**src/rtl/lmd_pkg.sv**
```systemverilog
package lmd_pkg;

    // two-bit attribute codes
    typedef enum logic [1:0] {
        ATTR_BUS0 = 2'd0,
        ATTR_RO   = 2'd1,
        ATTR_BUS2 = 2'd2,
        ATTR_RW   = 2'd3
    } attr_e;

    // address classes inside the decoded window
    typedef enum logic [1:0] {
        RGN_OUT  = 2'd0,
        RGN_VGA  = 2'd1,
        RGN_SEG  = 2'd2,
        RGN_BIOS = 2'd3
    } region_e;

    // configuration offsets; the decoder behaviour depends on these
    localparam logic [7:0] OFS_BIOS     = 8'h59;
    localparam logic [7:0] OFS_SEG_BASE = 8'h5A;
    localparam logic [7:0] OFS_SMRAM    = 8'h72;
    localparam logic [7:0] SMRAM_RST    = 8'h02;

    // control bit positions inside the graphics-window byte
    localparam int SMRAM_SMM_BIT  = 3;
    localparam int SMRAM_OPEN_BIT = 6;

    // window boundaries
    localparam logic [31:0] VGA_LO  = 32'h000A_0000;
    localparam logic [31:0] SEG_LO  = 32'h000C_0000;
    localparam logic [31:0] BIOS_LO = 32'h000F_0000;
    localparam logic [31:0] WIN_TOP = 32'h0010_0000;

endpackage

```
**src/rtl/lmd_cfg_regs.sv**
```systemverilog
module lmd_cfg_regs
    import lmd_pkg::*;
#(
    parameter int NSEG = 12
) (
    input  logic                               clk,
    input  logic                               rst_n,
    input  logic                               cfg_we,
    input  logic [7:0]                         cfg_addr,
    input  logic [7:0]                         cfg_wdata,
    output logic [1:0]                         bios_attr,
    output logic [((NSEG + 1) / 2)-1:0][7:0]   seg_bytes,
    output logic [7:0]                         smram
);

    localparam int NBYTES = (NSEG + 1) / 2;

    typedef struct packed {
        logic [1:0]             bios;
        logic [NBYTES-1:0][7:0] segb;
        logic [7:0]             smram;
    } cfg_t;

    cfg_t st_d, st_q;

    always_comb begin
        st_d = st_q;
        if (cfg_we) begin
            if (cfg_addr == OFS_BIOS) begin
                st_d.bios = cfg_wdata[5:4];
            end
            if (cfg_addr == OFS_SMRAM) begin
                st_d.smram = cfg_wdata;
            end
            for (int b = 0; b < NBYTES; b++) begin
                if (cfg_addr == OFS_SEG_BASE + 8'(b)) begin
                    st_d.segb[b] = cfg_wdata;
                end
            end
        end
    end

    always_ff @(posedge clk or negedge rst_n) begin
        if (!rst_n) begin
            st_q.bios  <= 2'b00;
            st_q.segb  <= '0;
            st_q.smram <= SMRAM_RST;
        end else begin
            st_q <= st_d;
        end
    end

    assign bios_attr = st_q.bios;
    assign seg_bytes = st_q.segb;
    assign smram     = st_q.smram;

endmodule

```
**src/rtl/lmd_region.sv**
```systemverilog
module lmd_region
    import lmd_pkg::*;
#(
    parameter int ADDR_W    = 32,
    parameter int NSEG      = 12,
    parameter int SEG_SHIFT = 14
) (
    input  logic [ADDR_W-1:0]            addr,
    output region_e                      region,
    output logic [$clog2(NSEG)-1:0]      seg_idx
);

    localparam int          IDX_W  = $clog2(NSEG);
    localparam logic [31:0] SEG_HI = SEG_LO + 32'(NSEG) * (32'd1 << SEG_SHIFT);

    logic [ADDR_W-1:0] seg_off;

    always_comb begin
        seg_off = addr - ADDR_W'(SEG_LO);
        seg_idx = seg_off[SEG_SHIFT +: IDX_W];
        if (addr >= ADDR_W'(VGA_LO) && addr < ADDR_W'(SEG_LO)) begin
            region = RGN_VGA;
        end else if (addr >= ADDR_W'(SEG_LO) && addr < ADDR_W'(SEG_HI)) begin
            region = RGN_SEG;
        end else if (addr >= ADDR_W'(BIOS_LO) && addr < ADDR_W'(WIN_TOP)) begin
            region = RGN_BIOS;
        end else begin
            region = RGN_OUT;
        end
    end

endmodule

```
**src/rtl/lmd_route.sv**
```systemverilog
module lmd_route
    import lmd_pkg::*;
(
    input  region_e    region,
    input  logic [1:0] attr,
    input  logic       smm_act,
    input  logic       vga_smm_en,
    input  logic       vga_open,
    input  logic       acc_wr,
    output logic       to_dram,
    output logic       wr_block
);

    always_comb begin
        to_dram  = 1'b0;
        wr_block = 1'b0;
        unique case (region)
            RGN_OUT: begin
                to_dram = 1'b1;
            end
            RGN_VGA: begin
                to_dram = vga_open | (smm_act & vga_smm_en);
            end
            default: begin
                unique case (attr_e'(attr))
                    ATTR_RW: to_dram = 1'b1;
                    ATTR_RO: begin
                        to_dram  = ~acc_wr;
                        wr_block = acc_wr;
                    end
                    default: to_dram = 1'b0;
                endcase
            end
        endcase
    end

endmodule

```
**src/rtl/legacy_mem_decoder.sv**
```systemverilog
module legacy_mem_decoder
    import lmd_pkg::*;
#(
    parameter int ADDR_W    = 32,
    parameter int NSEG      = 12,
    parameter int SEG_SHIFT = 14
) (
    input  logic              clk,
    input  logic              rst_n,
    input  logic              cfg_we,
    input  logic [7:0]        cfg_addr,
    input  logic [7:0]        cfg_wdata,
    input  logic [ADDR_W-1:0] acc_addr,
    input  logic              acc_wr,
    input  logic              smm_act,
    output logic              to_dram,
    output logic              wr_block
);

    localparam int NBYTES = (NSEG + 1) / 2;
    localparam int IDX_W  = $clog2(NSEG);

    logic [1:0]             bios_attr;
    logic [NBYTES-1:0][7:0] seg_bytes;
    logic [7:0]             smram;
    region_e                region;
    logic [IDX_W-1:0]       seg_idx;
    logic [NSEG-1:0][1:0]   seg_attr;
    logic [1:0]             sel_attr;

    lmd_cfg_regs #(.NSEG(NSEG)) u_cfg (
        .clk       (clk),
        .rst_n     (rst_n),
        .cfg_we    (cfg_we),
        .cfg_addr  (cfg_addr),
        .cfg_wdata (cfg_wdata),
        .bios_attr (bios_attr),
        .seg_bytes (seg_bytes),
        .smram     (smram)
    );

    lmd_region #(.ADDR_W(ADDR_W), .NSEG(NSEG), .SEG_SHIFT(SEG_SHIFT)) u_rgn (
        .addr    (acc_addr),
        .region  (region),
        .seg_idx (seg_idx)
    );

    // unpack two codes per byte: even segment low nibble, odd segment high nibble
    for (genvar g = 0; g < NSEG; g++) begin : g_seg
        assign seg_attr[g] = seg_bytes[g / 2][(g % 2) * 4 +: 2];
    end

    always_comb begin
        if (region == RGN_SEG && 32'(seg_idx) < NSEG) begin
            sel_attr = seg_attr[seg_idx];
        end else begin
            sel_attr = bios_attr;
        end
    end

    lmd_route u_route (
        .region     (region),
        .attr       (sel_attr),
        .smm_act    (smm_act),
        .vga_smm_en (smram[SMRAM_SMM_BIT]),
        .vga_open   (smram[SMRAM_OPEN_BIT]),
        .acc_wr     (acc_wr),
        .to_dram    (to_dram),
        .wr_block   (wr_block)
    );

endmodule

```
**config.mk**
```make
export PLATFORM = sky130hd
export DESIGN_NAME = legacy_mem_decoder
export DESIGN_NICKNAME = d
export VERILOG_FILES = /design/src/rtl/lmd_pkg.sv /design/src/rtl/lmd_cfg_regs.sv /design/src/rtl/lmd_region.sv /design/src/rtl/lmd_route.sv /design/src/rtl/legacy_mem_decoder.sv
export SDC_FILE = /design/constraint.sdc
export NUM_CORES = 1
export LEC_CHECK = 0
export BUFFER_PORTS_ARGS = -buffer_cell sky130_fd_sc_hd__buf_2
export CAP_MARGIN = 0
export CORE_AREA = 3 3 71 53
export DETAILED_ROUTE_END_ITERATION = 10
export DIE_AREA = 0 0 74 56
export GPL_ROUTABILITY_DRIVEN = 0
export PLACE_DENSITY_LB_ADDON = 0.2
export SYNTH_ARGS = -nofsm -noshare
export SYNTH_HDL_FRONTEND = slang
export SYNTH_SLANG_ARGS = --single-unit
```
**constraint.sdc**
```tcl
create_clock -name clk -period 1.7 [get_ports clk]
set_input_delay 0.17 -clock clk [delete_from_list [all_inputs] [get_ports clk]]
set_output_delay 0.17 -clock clk [all_outputs]
set_load 0.05 [all_outputs]
```
==> flow_summary_export.csv <==
group,metric,value,unit
status,status,"finished, violations left",
status,violations,"setup timing",
clock_network,cts.sinks,28,
worst_setup_path,endpoint_kind,"output pin",
routing,num_vias,1165,
global_routing,grt_pass1_vias,1222,
synth,synth_edf_count,0,
cells_and_area,diodes,0,
clock_network,cts_root_buf,"clkbuf_8",
cells_and_area,area_growth_syn_to_layout,30.9,%
clock_network,clk_path_buf_depth,2,
cells_and_area,final_nets,226,
worst_setup_path,crit_fanout,2,
clock_network,post_cts_buffers,0,
routing,viasPerCell,5.57,
synth,synth-main-ff-cell,"dfrtp_1",
global_routing,grt.overflow.total,0,
cells_and_area,drive_above_1_share,0.556,
sta,hold_ws,129,ps
synth,synth_area_per_cell,12.7,um^2
synth,ys_top_cells_by_area,"dfrtp_1 48%, mux2_2 20%, mux2i_1 4.8%, mux4_2 3.1%, mux2_4 2.1%",
die,num_io_pins,55,
synth,synth_nets,168,
place,portBuffers,38,
worst_setup_path,path_cells,"mux4_2 > a211oi_2 > o41a_1 > a21boi_4 > buf_6",
synth,synth_top_area_cell,"dfrtp_1",
flow_run,cap_violations,0,
routing,wl_per_cell,16.6,um
power,vdd_drop_max,525,uV
power,power.total,1240,uW
die,start_util,0.468,
global_routing,antenna_found_initial,0,
synth,synth.top_cell.area_share,0.479,
synth,yosysWarnings,0,
worst_hold_path,hold_class,"primary input to flop",
cells_and_area,final_util,0.613,
die,die_area,0.00414,mm^2
sta,rsz0062_at_grt,"yes",
die,coreArea,0.00313,mm^2
cells_and_area,regArea,701,um^2
clock_network,htreeDepth,1,
die,row_count,17,
worst_setup_path,critical_path_class,"flop to output pin",
routing,drc,0,
routing,final_antenna_net_count,0,
worst_setup_path,critPathLaunchType,"flop",
sta,setup_slack,-392,ps
synth,syn_area,0.00146,mm^2
die,die_h,56,um
synth,yosysSeqAreaShare,0.479,
cells_and_area,multi_input_area,768,um^2
synth,syn_inst,115,
synth,ys_ff_latch,28,
clock_network,numCtsBuffers,3,
global_routing,grtUsageTotal,0.181,
power,pwr_density_cell,647,mW/mm^2
routing,drt_iter0_drc,64,
synth,ys_async_sr_fraction,1.00,
clock_network,worst_skew_pair.late_latency,270,ps
place,dp_hpwl,2740,um
cells_and_area,nFillCells,257,
place,place_area,0.00184,mm^2
sta,fin_worst_skew,0,ps
clock_network,cts_tree,"yes",
power,power_leakage,0.000972,uW
sta,hold_viol,0,
sta,worstMarginPinSlew,613,ps
worst_setup_path,worstPathRequired,1530,ps
die,die_x,74,um
worst_setup_path,crit_arrival,1920,ps
synth,synth_commonest_cells,"28 x dfrtp_1, 26 x mux2_2, 7 x mux2i_1",
routing,dr.pass1.iters,4,
routing,routed_wl,3460,um
clock_network,clkTransAtPathRegs,90,ps
synth,synth_cell_types,33,
sta,setup_viol,2,
sta,post-route-min-period,2090,ps
worst_setup_path,slowest_delay,490,ps
sta,drv_slew,0,
synth,yosysMostFrequentCell,"dfrtp_1",
global_routing,grt_max_degree,29,
worst_setup_path,path_buf_inv,1,
sta,relSlewSlack,0.591,
cells_and_area,final_area,0.00192,mm^2
worst_setup_path,cpMaxStageDelayCell,"mux4_2",
sta,fmax,0.478,GHz
global_routing,grt_pass1_wl,5630,um
place,place_ws,-245,ps
sta,period_share,1.23,
worst_setup_path,critical_path.top_delay_family,"compound AO/OA/AOI/OAI gates",
==> worst paths after layout <==
kind	from	to	slack, ps	depth (start not counted)
max	u_cfg.seg_bytes[45]	wr_block	-390	5
max in group asynchronous	rst_n	u_cfg.seg_bytes[4]	860	2
min in group asynchronous	rst_n	u_cfg.seg_bytes[33]	430	2
min reg2reg	u_cfg.seg_bytes[24]	u_cfg.seg_bytes[24]	510	1
max reg2reg	u_cfg.seg_bytes[32]	u_cfg.seg_bytes[32]	930	1
min	cfg_wdata[6]	u_cfg.smram[6]	130	2
==> per-stage QoR <==
| stage | setup TNS [ps] | std cells |
|---|---|---|
| 5_1_grt | -924 | 209 |
| 6_report | -760 | 209 |
| 4_1_cts | -751 | 209 |
| 3_5_place_dp | -3540 | 205 |
| 3_3_place_gp | -3130 | 205 |
| 2_1_floorplan | -775 | 115 |
==> flip-flops by register name, indices dropped and copies added, names as in the netlist <==
| name | count |
|---|---|
| u_cfg.smram | 2 |
| u_cfg.bios_attr | 2 |
| u_cfg.seg_bytes | 24 |
==> report_power, final <==
group / switching [uW] / total (uW) / leakage [uW] / internal (uW)
logic: 84.1 / 179 / 0.000565 / 94.8
clock network: 189 / 348 / 0.0000216 / 159
registers: 16.2 / 713 / 0.000386 / 697
total: 289 / 1240 / 0.000972 / 951
==> logic make-up (layout without fill, tap and decap cells) <==
family,count (synthesis),after routing,synth area share
flops,28,28,0.479
mux,37,37,0.299
buf+inv,8,64,0.0205
simple gates,30,30,0.139
compound gates,12,12,0.0624
==> placed cells by master, fill, tap and decap left out, types with 2 or more instances in the layout <==
master	netlist	layout
nor4_1	2	2
or3_1	3	3
nand3b_1	3	3
buf_2	0	36
clkbuf_8	0	3
mux2_4	2	2
buf_6	0	2
mux4_2	2	2
o21ai_0	2	2
nand2_1	2	2
mux2_2	26	26
mux2i_1	7	7
dfrtp_1	28	28
buf_4	0	17
nor2b_1	2	2
and3_1	2	2
nor3_1	4	3
inv_1	5	5
nor2_1	3	3
==> repair_timing <==
| item | 4_1_cts | 5_1_grt |
|---|---|---|
| cloned | 0 | 0 |
| endpoints found under the hold margin | 28 | 0 |
| setup endpoints to repair | 2 | 4 |
| gates resized for setup | 5 | 1 |
| pin swaps | 1 | 0 |
| hold buffers | 1 | 0 |
==> layer usage <==
layer / part of all wire / global-route usage / vias up
li1: - / - / 549
met1: 0.43 / 0.219 / 589
met2: 0.52 / 0.312 / 21
met3: 0.038 / 0.0433 / 6
met4: 0.018 / 0.0594 / 0
met5: 0 / 0 / -
==> cell type report <==
class | count | area share
clock buffers | 3 | 0.0215
inverters | 5 | 0.00979
well taps | 38 | 0.0248
flip-flops and latches | 28 | 0.366
repair buffers | 56 | 0.178
multi-input cells | 79 | 0.401
(Power assumes the default switching activity.)
